## config.mk

```make
export PLATFORM = sky130hd
export DESIGN_NAME = nib_stack_unit
export DESIGN_NICKNAME = d
export VERILOG_FILES = /design/src/rtl/nib_stack_unit.sv
export SDC_FILE = /design/constraint.sdc
export NUM_CORES = 1
export LEC_CHECK = 0
export BUFFER_PORTS_ARGS = -buffer_cell sky130_fd_sc_hd__buf_2
export CORE_MARGIN = 3
export CORE_UTILIZATION = 51
export DETAILED_ROUTE_END_ITERATION = 8
export PLACE_DENSITY = 0.73
export SLEW_MARGIN = 30
export SYNTH_ARGS = -nofsm -noshare
export SYNTH_HDL_FRONTEND = slang
export SYNTH_SLANG_ARGS = --single-unit
```

## constraint.sdc

```tcl
create_clock -name clk -period 7.9 [get_ports clk]
set_input_delay 0.79 -clock clk [delete_from_list [all_inputs] [get_ports clk]]
set_output_delay 0.79 -clock clk [all_outputs]
set_load 0.005 [all_outputs]
```

## src/rtl/nib_stack_unit.sv

```systemverilog
module nib_stack_unit #(
  parameter int AW = 8,
  parameter int DW = 4,
  localparam int RW = 3 * DW
) (
  input  logic          clk,
  input  logic          rst_n,
  input  logic [4:0]    cmd,
  input  logic [DW-1:0] push_nib,
  input  logic [AW-1:0] ld_val,
  input  logic [RW-1:0] ret_in,
  input  logic [DW-1:0] ram_rdata,
  output logic [AW-1:0] ram_addr,
  output logic [DW-1:0] ram_wdata,
  output logic          ram_we,
  output logic [DW-1:0] tos_nib,
  output logic          busy,
  output logic [RW-1:0] ret_out,
  output logic          ret_valid
);
  localparam logic [4:0] C_NOP = 5'h00, C_PUSH = 5'h01, C_POP = 5'h02,
                         C_RPUSH = 5'h03, C_RPOP = 5'h04, C_LDSP = 5'h05,
                         C_LDRP = 5'h06, C_LDX = 5'h07, C_LDY = 5'h08;

  logic [AW-1:0] sp, rp, xr, yr;
  logic [DW-1:0] tos_q;
  logic [1:0]    phase;
  logic          pop_mode;
  logic [RW-1:0] hold;
  logic          rv_q;

  logic [4:0]    c;
  logic          is_idx, idx_store, idx_y, idx_post;
  logic [AW-1:0] idx, idx_nxt, idx_addr;

  assign busy      = (phase != 2'd0);
  assign c         = busy ? C_NOP : cmd;
  assign is_idx    = c[4];
  assign idx_store = c[2];
  assign idx_y     = c[1];
  assign idx_post  = c[0];
  assign idx       = idx_y ? yr : xr;
  assign idx_nxt   = idx_post ? idx - 1'b1 : idx + 1'b1;
  assign idx_addr  = idx_post ? idx : idx + 1'b1;
  assign tos_nib   = tos_q;
  assign ret_out   = hold;
  assign ret_valid = rv_q;

  always_comb begin
    ram_addr  = sp;
    ram_we    = 1'b0;
    ram_wdata = tos_q;
    if (busy) begin
      ram_addr  = rp + AW'(phase) + AW'(1);
      ram_we    = !pop_mode;
      ram_wdata = (phase == 2'd1) ? hold[2*DW-1:DW] : hold[RW-1:2*DW];
    end else if (is_idx) begin
      ram_addr = idx_addr;
      ram_we   = idx_store;
    end else begin
      case (c)
        C_PUSH:  begin ram_addr = sp + 1'b1; ram_we = 1'b1; end
        C_RPUSH: begin ram_addr = rp + AW'(5); ram_we = 1'b1; ram_wdata = ret_in[DW-1:0]; end
        C_RPOP:  ram_addr = rp + AW'(1);
        default: ;
      endcase
    end
  end

  always_ff @(posedge clk) begin
    if (!rst_n) begin
      sp <= '0; rp <= '0; xr <= '0; yr <= '0; tos_q <= '0;
      phase <= 2'd0; pop_mode <= 1'b0; hold <= '0; rv_q <= 1'b0;
    end else begin
      rv_q <= 1'b0;
      if (busy) begin
        if (pop_mode) begin
          if (phase == 2'd1) hold[2*DW-1:DW] <= ram_rdata;
          else               hold[RW-1:2*DW] <= ram_rdata;
        end
        if (phase == 2'd2) begin
          phase <= 2'd0;
          if (pop_mode) begin
            rp   <= rp - AW'(4);
            rv_q <= 1'b1;
          end
        end else begin
          phase <= phase + 2'd1;
        end
      end else if (is_idx) begin
        if (idx_y) yr <= idx_nxt;
        else       xr <= idx_nxt;
        if (!idx_store) tos_q <= ram_rdata;
      end else begin
        case (c)
          C_PUSH:  begin sp <= sp + 1'b1; tos_q <= push_nib; end
          C_POP:   begin sp <= sp - 1'b1; tos_q <= ram_rdata; end
          C_RPUSH: begin rp <= rp + AW'(4); hold <= ret_in; phase <= 2'd1; pop_mode <= 1'b0; end
          C_RPOP:  begin hold[DW-1:0] <= ram_rdata; phase <= 2'd1; pop_mode <= 1'b1; end
          C_LDSP:  sp <= ld_val;
          C_LDRP:  rp <= ld_val;
          C_LDX:   xr <= ld_val;
          C_LDY:   yr <= ld_val;
          default: ;
        endcase
      end
    end
  end

  p_busy_two_r4: assert property (@(posedge clk) disable iff (!rst_n)
    (busy && $past(busy)) |=> !busy);

  p_ret_pulse_r5: assert property (@(posedge clk) disable iff (!rst_n)
    ret_valid |-> ($past(busy) && !busy));

  p_pop_tos_r3: assert property (@(posedge clk) disable iff (!rst_n)
    (!busy && cmd == C_POP) |=> (tos_nib == $past(ram_rdata)));

  p_push_tos_r2: assert property (@(posedge clk) disable iff (!rst_n)
    (!busy && cmd == C_PUSH) |=> (tos_nib == $past(push_nib)));

  p_rp_step_r10: assert property (@(posedge clk) disable iff (!rst_n)
    ((rp != $past(rp)) && !($past(!busy) && $past(cmd) == C_LDRP))
      |-> ((AW'(rp - $past(rp)) == AW'(4)) || (AW'(rp - $past(rp)) == AW'(-4))));

  p_hold_busy_r6: assert property (@(posedge clk) disable iff (!rst_n)
    busy |=> ($stable(sp) && $stable(xr) && $stable(yr) && $stable(tos_nib)));

  p_gap_nibble_r11: assert property (@(posedge clk) disable iff (!rst_n)
    (busy && ram_we && rp[1:0] == 2'b00) |-> (ram_addr[1:0] != 2'b00));
endmodule

```

==> flow_metrics.tcl, run 1 <==
set metrics [dict create \
    hold_class "register to register" \
    p_leak_nw 1.78 \
    grt_usage_pct 27.9 \
    clk_transition_reported_paths_ns 0.10 \
    max-vdd-ir-drop_mv 0.0719 \
    antenna_left 0 \
    fin_cells 696 \
    numCtsBuffers 5 \
    die_x_um 96.4 \
    whs_ns 0.504 \
    num_rows 32 \
    grt_overflow 0 \
    p_seq_share_pct 48.0 \
    finalSetupTns_ns 0 \
    critPathBufInv 3 \
    path_common_cell "buf_2" \
    hold_viol 0 \
    final_nets 641 \
    ioPinCount 66 \
    synth_edf_count 0 \
    async_flop_share_pct 0 \
    cp_cell_sequence "buf_2 -> or3_1 -> nor4_2 -> inv_1 -> ha_1 -> a31oi_1 -> nor3_1 -> a221o_1 -> a22oi_1 -> o21ai_0 -> buf_2" \
    drc 0 \
    cp-end-kind "output pin" \
    syn_area_per_cell_um2 7.46 \
    period_needed_ns 4.87 \
    slew_headroom_pct 47.8 \
    port_buffers 65 \
    ctsHoldBuffers 0 \
    crit_family "simple AND/OR/NAND/NOR gates" \
    placedCellCount 688 \
    start_util_pct 53.3 \
    grt_pass1_wl_um 20100 \
    root_buffer "clkbuf_8" \
    cts_setup_buffers 0 \
    initialDrtViolationCount 378 \
    finClkSkew_ns 0.00614 \
    period_share_pct 61.6 \
    htreeDepth 2 \
    die_area_um2 9290 \
    combPwrFrac_pct 25.1 \
    rsz0062_at_grt "false" \
    routed_wl_um 12700 \
    yosys_most_used_dff "dfxtp_1" \
    wl_per_cell_um 18.3 \
    cts_buffer_depth 2 \
    switchingPower_mw 0.201 \
    drive_gt1_share_pct 16.7 \
    syn_inst 558 \
    cts_tree "yes" \
    cts.sinks 52 \
    p_clk_share_pct 27.0 \
    drv_cap 0 \
    synth_area_leaders "dfxtp_1, mux2i_1, nand2_1" \
    n_antenna_cell 0 \
    p_sw_share_pct 33.6 \
    ys_top_cells_by_count "nand2_1, nor2_1, dfxtp_1, o21ai_0, clkbuf_1" \
    cp-start-kind "input port" \
    syn_area_um2 4170 \
    synth.largest_area_cell "dfxtp_1" \
    ys_warn_count 0 \
    antenna_found_initial 0 \
    drt_pre_antenna_iters 5 \
    power_density_nw_per_um2 131 \
    ys_ff_latch 52 \
    power.total_mw 0.599 \
    grt_pass1_vias 3951 \
    worstPathMaxFanout 24 \
    clock_latency_ns 0.32 \
    required_ns 7.11 \
    yosysSeqAreaShare_pct 25.0 \
    die_y_um 96.4 \
    final_max_slew_viol_count 0 \
    worstMarginPinSlew_ns 0.777 \
    setup-violations-final 0 \
    viasPerCell 6.28 \
    gp_congestion 0.987 \
    ys_types 67 \
    critical_path_arrival_ns 4.08 \
    dp_hpwl_um 9400 \
    status "complete, no violations" \
    synth_top_cell_area_share_pct 25.0 \
    syn-num-nets 606 \
    synth.most_common_cell "nand2_1" \
    grt_start_max_net_pins 38 \
    core_um2 7810 \
    critical_path_class "input port to output pin" \
    internal_power_mw 0.398 \
    crit_path_max_incr_delay_ns 0.66 \
    vias 4373 \
    crit_slowest_cell "nor4_2" \
    cts_resized 0 \
    timing.fmax_ghz 0.205 \
    areaGrowthSynthToFinish_pct 9.70 \
]
==> stage by stage <==
stage / area, um2 / utilization, % / worst slack [ns]
after CTS: 4570 / 58.5 / 3.03
final: 4570 / 58.5 / 3.03
after detailed placement: 4480 / 57.4 / 3.03
after floorplan: 4170 / - / 3.98
after global placement: 4480 / 57.4 / 3.10
after global routing: 4570 / 58.5 / 2.80
==> layer usage <==
layer  vias to the layer above  part of all wire, %  track usage [%]
met2                       198                   45             45.1
met4                         0                  2.6             9.00
li1                       2102                    -                -
met3                        26                  8.0             4.49
met5                         -                    0                0
met1                      2047                   44             37.9
==> flip-flops by register name, indices dropped and copies added (netlist names) <==
name       flops
phase          2
pop_mode       1
ret_out       12
ret_valid      1
rp             8
sp             8
tos_nib        4
xr             8
yr             8
==> cell usage in the layout, fill, tap and decap left out, types with 3 or more instances in the layout <==
cell type  count
o21ai_0       36
clkbuf_8       5
nor3b_1        4
mux2_2        10
nand3_1       17
a221oi_1       4
dfxtp_1       52
a211oi_1      19
or2_2          3
a21oi_1       30
o211ai_1       3
nor2b_1        4
inv_2          3
nor2_1        57
ha_1          12
inv_1         12
o21a_1         3
a21o_1         5
mux2i_1       27
a22oi_1       16
o21ai_1        9
nor3_1        10
nand2b_1       6
a31oi_1        6
nand2_1       68
xnor2_1       15
and2_1         4
nor4_1         4
o22ai_1        6
or3_1          7
xor2_1        12
o31ai_1        3
nand4_1        6
buf_2         65
and3_1         7
==> final timing paths <==
check / start / to / slack, ns / depth (start not counted)
max: cmd[4] / ram_addr[7] / 3.03 / 11
min: xr[0] / xr[0] / 0.50 / 2
max reg2reg: phase[1] / xr[6] / 4.76 / 8
min reg2reg: xr[0] / xr[0] / 0.50 / 2
==> cell type report <==
class | instances | area (um2)
inverters | 15 | 56.3
flip-flops and latches | 52 | 1040
fillers | 769 | 3240
repair buffers | 67 | 340
multi-input cells | 452 | 2920
clock inverters | 2 | 16.3
clock buffers | 6 | 72.6
well taps | 102 | 128
==> power groups by stage <==
| stage | Sequential, mW | Combinational, mW | Clock (mW) |
|---|---|---|---|
| 2_1_floorplan | 0.287 | 0.104 | 0 |
| 6_report | 0.287 | 0.150 | 0.162 |
| 3_3_place_gp | 0.292 | 0.145 | 0 |
| 4_1_cts | 0.287 | 0.148 | 0.166 |
| 5_1_grt | 0.289 | 0.164 | 0.175 |
| 3_5_place_dp | 0.293 | 0.148 | 0 |
==> cells by family after synthesis <==
| logic type | share of synthesized area [%] |
|---|---|
| AOI/OAI and AO/OA | 25.4 |
| adders and majority gates | 4.09 |
| buffers and inverters | 5.02 |
| xor gates and xnor gates | 5.68 |
| and+or+nand+nor | 25.3 |
| DFF | 25.0 |
| muxes | 9.55 |
==> worst min-delay path: stages, from the launching register on <==
cell     delay (ns)
dfxtp_1        0.35
nand2_1        0.06
a21oi_1        0.06
Power figures use the tool's default switching activity.
==> run 2: changes to the inputs <==
--- a/config.mk
+++ b/config.mk
@@ -9,7 +9,7 @@
 export CORE_MARGIN = 3
 export CORE_UTILIZATION = 51
 export DETAILED_ROUTE_END_ITERATION = 8
-export PLACE_DENSITY = 0.73
+export PLACE_DENSITY = 0.76
 export SLEW_MARGIN = 30
 export SYNTH_ARGS = -nofsm -noshare
 export SYNTH_HDL_FRONTEND = slang
==> constraint.sdc (replaced) <==
create_clock -name clk -period 4.3 [get_ports clk]
set_input_delay 0.43 -clock clk [delete_from_list [all_inputs] [get_ports clk]]
set_output_delay 0.43 -clock clk [all_outputs]
set_load 0.005 [all_outputs]
==> run 2 against run 1 <==
  * Setup slack got worse by 2.5 ns
  * Global-route usage down 0.084 points
  * Clock skew rose by 0.0022 ns
  * Hold slack lost 0.11 ns
  * Via count rose by 1.0%
  * Total power increased by 93%
  * Register-to-register slack worse by 3.5 ns
  * Non-clock buffer count rose by 5
  * First-iteration DRC count up 17%
  * Sequential power rose by 84%
==> flow_metrics.tcl, run 2 (synthesis results as in run 1) <==
set metrics [dict create \
    nFillCells 740 \
    cp-start-kind "register" \
    period_share_pct 88.3 \
    drc 0 \
    ctsHoldBuffers 0 \
    drt_pre_antenna_iters 5 \
    port_buffers 65 \
    hold_class "input port to register" \
    dp_hpwl_um 9590 \
    drv_cap 0 \
    final_max_slew_viol_count 0 \
    worstMarginPinSlew_ns 0.726 \
    drive_gt1_share_pct 17.4 \
    final_area_um2 4630 \
    cts_buffer_depth 2 \
    status "complete, no violations" \
    cts_setup_buffers 0 \
    num_rows 32 \
    antenna_found_initial 0 \
    hold_viol 0 \
    vias 4418 \
    die_x_um 96.4 \
    areaGrowthSynthToFinish_pct 11.1 \
    cts_resized 0 \
    wl_per_cell_um 18.3 \
    timing.fmax_ghz 0.263 \
    n_antenna_cell 0 \
    rsz0062_at_grt "false" \
    viasPerCell 6.30 \
    start_util_pct 53.3 \
    cp-end-kind "output pin" \
    largest_reg_flops 12 \
    period_needed_ns 3.80 \
    worstPathMaxFanout 17 \
    final_nets 646 \
    clk_transition_reported_paths_ns 0.10 \
    grt_overflow 0 \
    power.total_mw 1.15 \
    final_cell_mix "nand2_1, buf_2, nor2_1" \
    initialDrtViolationCount 444 \
    slew_headroom_pct 51.3 \
    power_density_nw_per_um2 249 \
    htreeDepth 2 \
    grt_pass1_wl_um 20200 \
    grt_start_max_net_pins 38 \
    max-vdd-ir-drop_mv 0.133 \
    antenna_left 0 \
    cts_tree "yes" \
    critical_path_arrival_ns 3.37 \
    p_leak_nw 1.82 \
    placed_area_um2 4520 \
    gp_congestion 0.938 \
    required_ns 3.87 \
    ioPinCount 66 \
    finalSetupTns_ns 0 \
    setup-violations-final 0 \
    critical_path_class "register to output pin" \
    numCtsBuffers 5 \
    final_common_cell "nand2_1" \
    die_area_um2 9290 \
    finClkSkew_ns 0.00838 \
    placedCellCount 693 \
    grt_usage_pct 27.8 \
    core_um2 7810 \
    routed_wl_um 12800 \
    cts.sinks 52 \
    grt_pass1_vias 3944 \
    clock_latency_ns 0.31 \
    die_y_um 96.4 \
    fin_cells 701 \
    root_buffer "clkbuf_8" \
]
-- run 2: cell types whose count changed in the layout (fill, tap and decap cells not counted) --
cell	previous run	this run
buf_4	2	7
bufinv_16	0	1
clkinv_2	0	1
clkinv_4	1	0
clkinvlp_4	1	0
-- run 2: final cells by class --
type / instances / area (um2) / share of cell area [%]
multi-input combinational: 452 / 2920 / 63.0
sequential: 52 / 1040 / 22.5
timing repair buffer: 72 / 378 / 8.17
tap: 102 / 128 / 2.76
clock buffer: 6 / 72.6 / 1.57
inverter: 15 / 56.3 / 1.22
clock inverter: 2 / 35.0 / 0.757
-- run 2: metrics by stage --
step                setup slack (ns)  util [%]  hold WS, ns
floorplan                       1.10         -        0.452
global placement               0.793      57.9        0.482
detailed placement             0.728      57.9        0.483
CTS                            0.544      59.2        0.391
global route                   0.303      59.2        0.391
finish                         0.505      59.2        0.398
-- run 2: worst paths after layout --
kind	cells past startpoint	to	from	slack (ns)
max reg2reg	8	xr[6]	phase[0]	1.23
max	9	ram_addr[6]	phase[0]	0.50
min reg2reg	2	yr[0]	yr[0]	0.50
min	3	rp[0]	ld_val[0]	0.40
-- run 2: where the power goes --
group          leakage (nW)  switching [mW]  total, mW  internal, mW
clock network        0.0552           0.173      0.346         0.173
logic                  1.34           0.164      0.278         0.114
registers             0.423          0.0271      0.529         0.502
-- run 2: worst max-delay path: stages, from the launching register on --
cell	delay, ns
dfxtp_1	0.68
or3b_1	0.52
mux2i_1	0.25
inv_1	0.10
ha_1	0.19
nand2_1	0.11
or4_4	0.57
xnor2_1	0.17
a221oi_1	0.31
buf_2	0.17
-- run 2: layer usage --
layer | track usage (%) | vias up | wire (um)
li1 | - | 2119 | -
met1 | 37.5 | 2065 | 5530
met2 | 45.5 | 207 | 5910
met3 | 5.19 | 27 | 1060
met4 | 7.59 | 0 | 297
met5 | 0 | - | 0
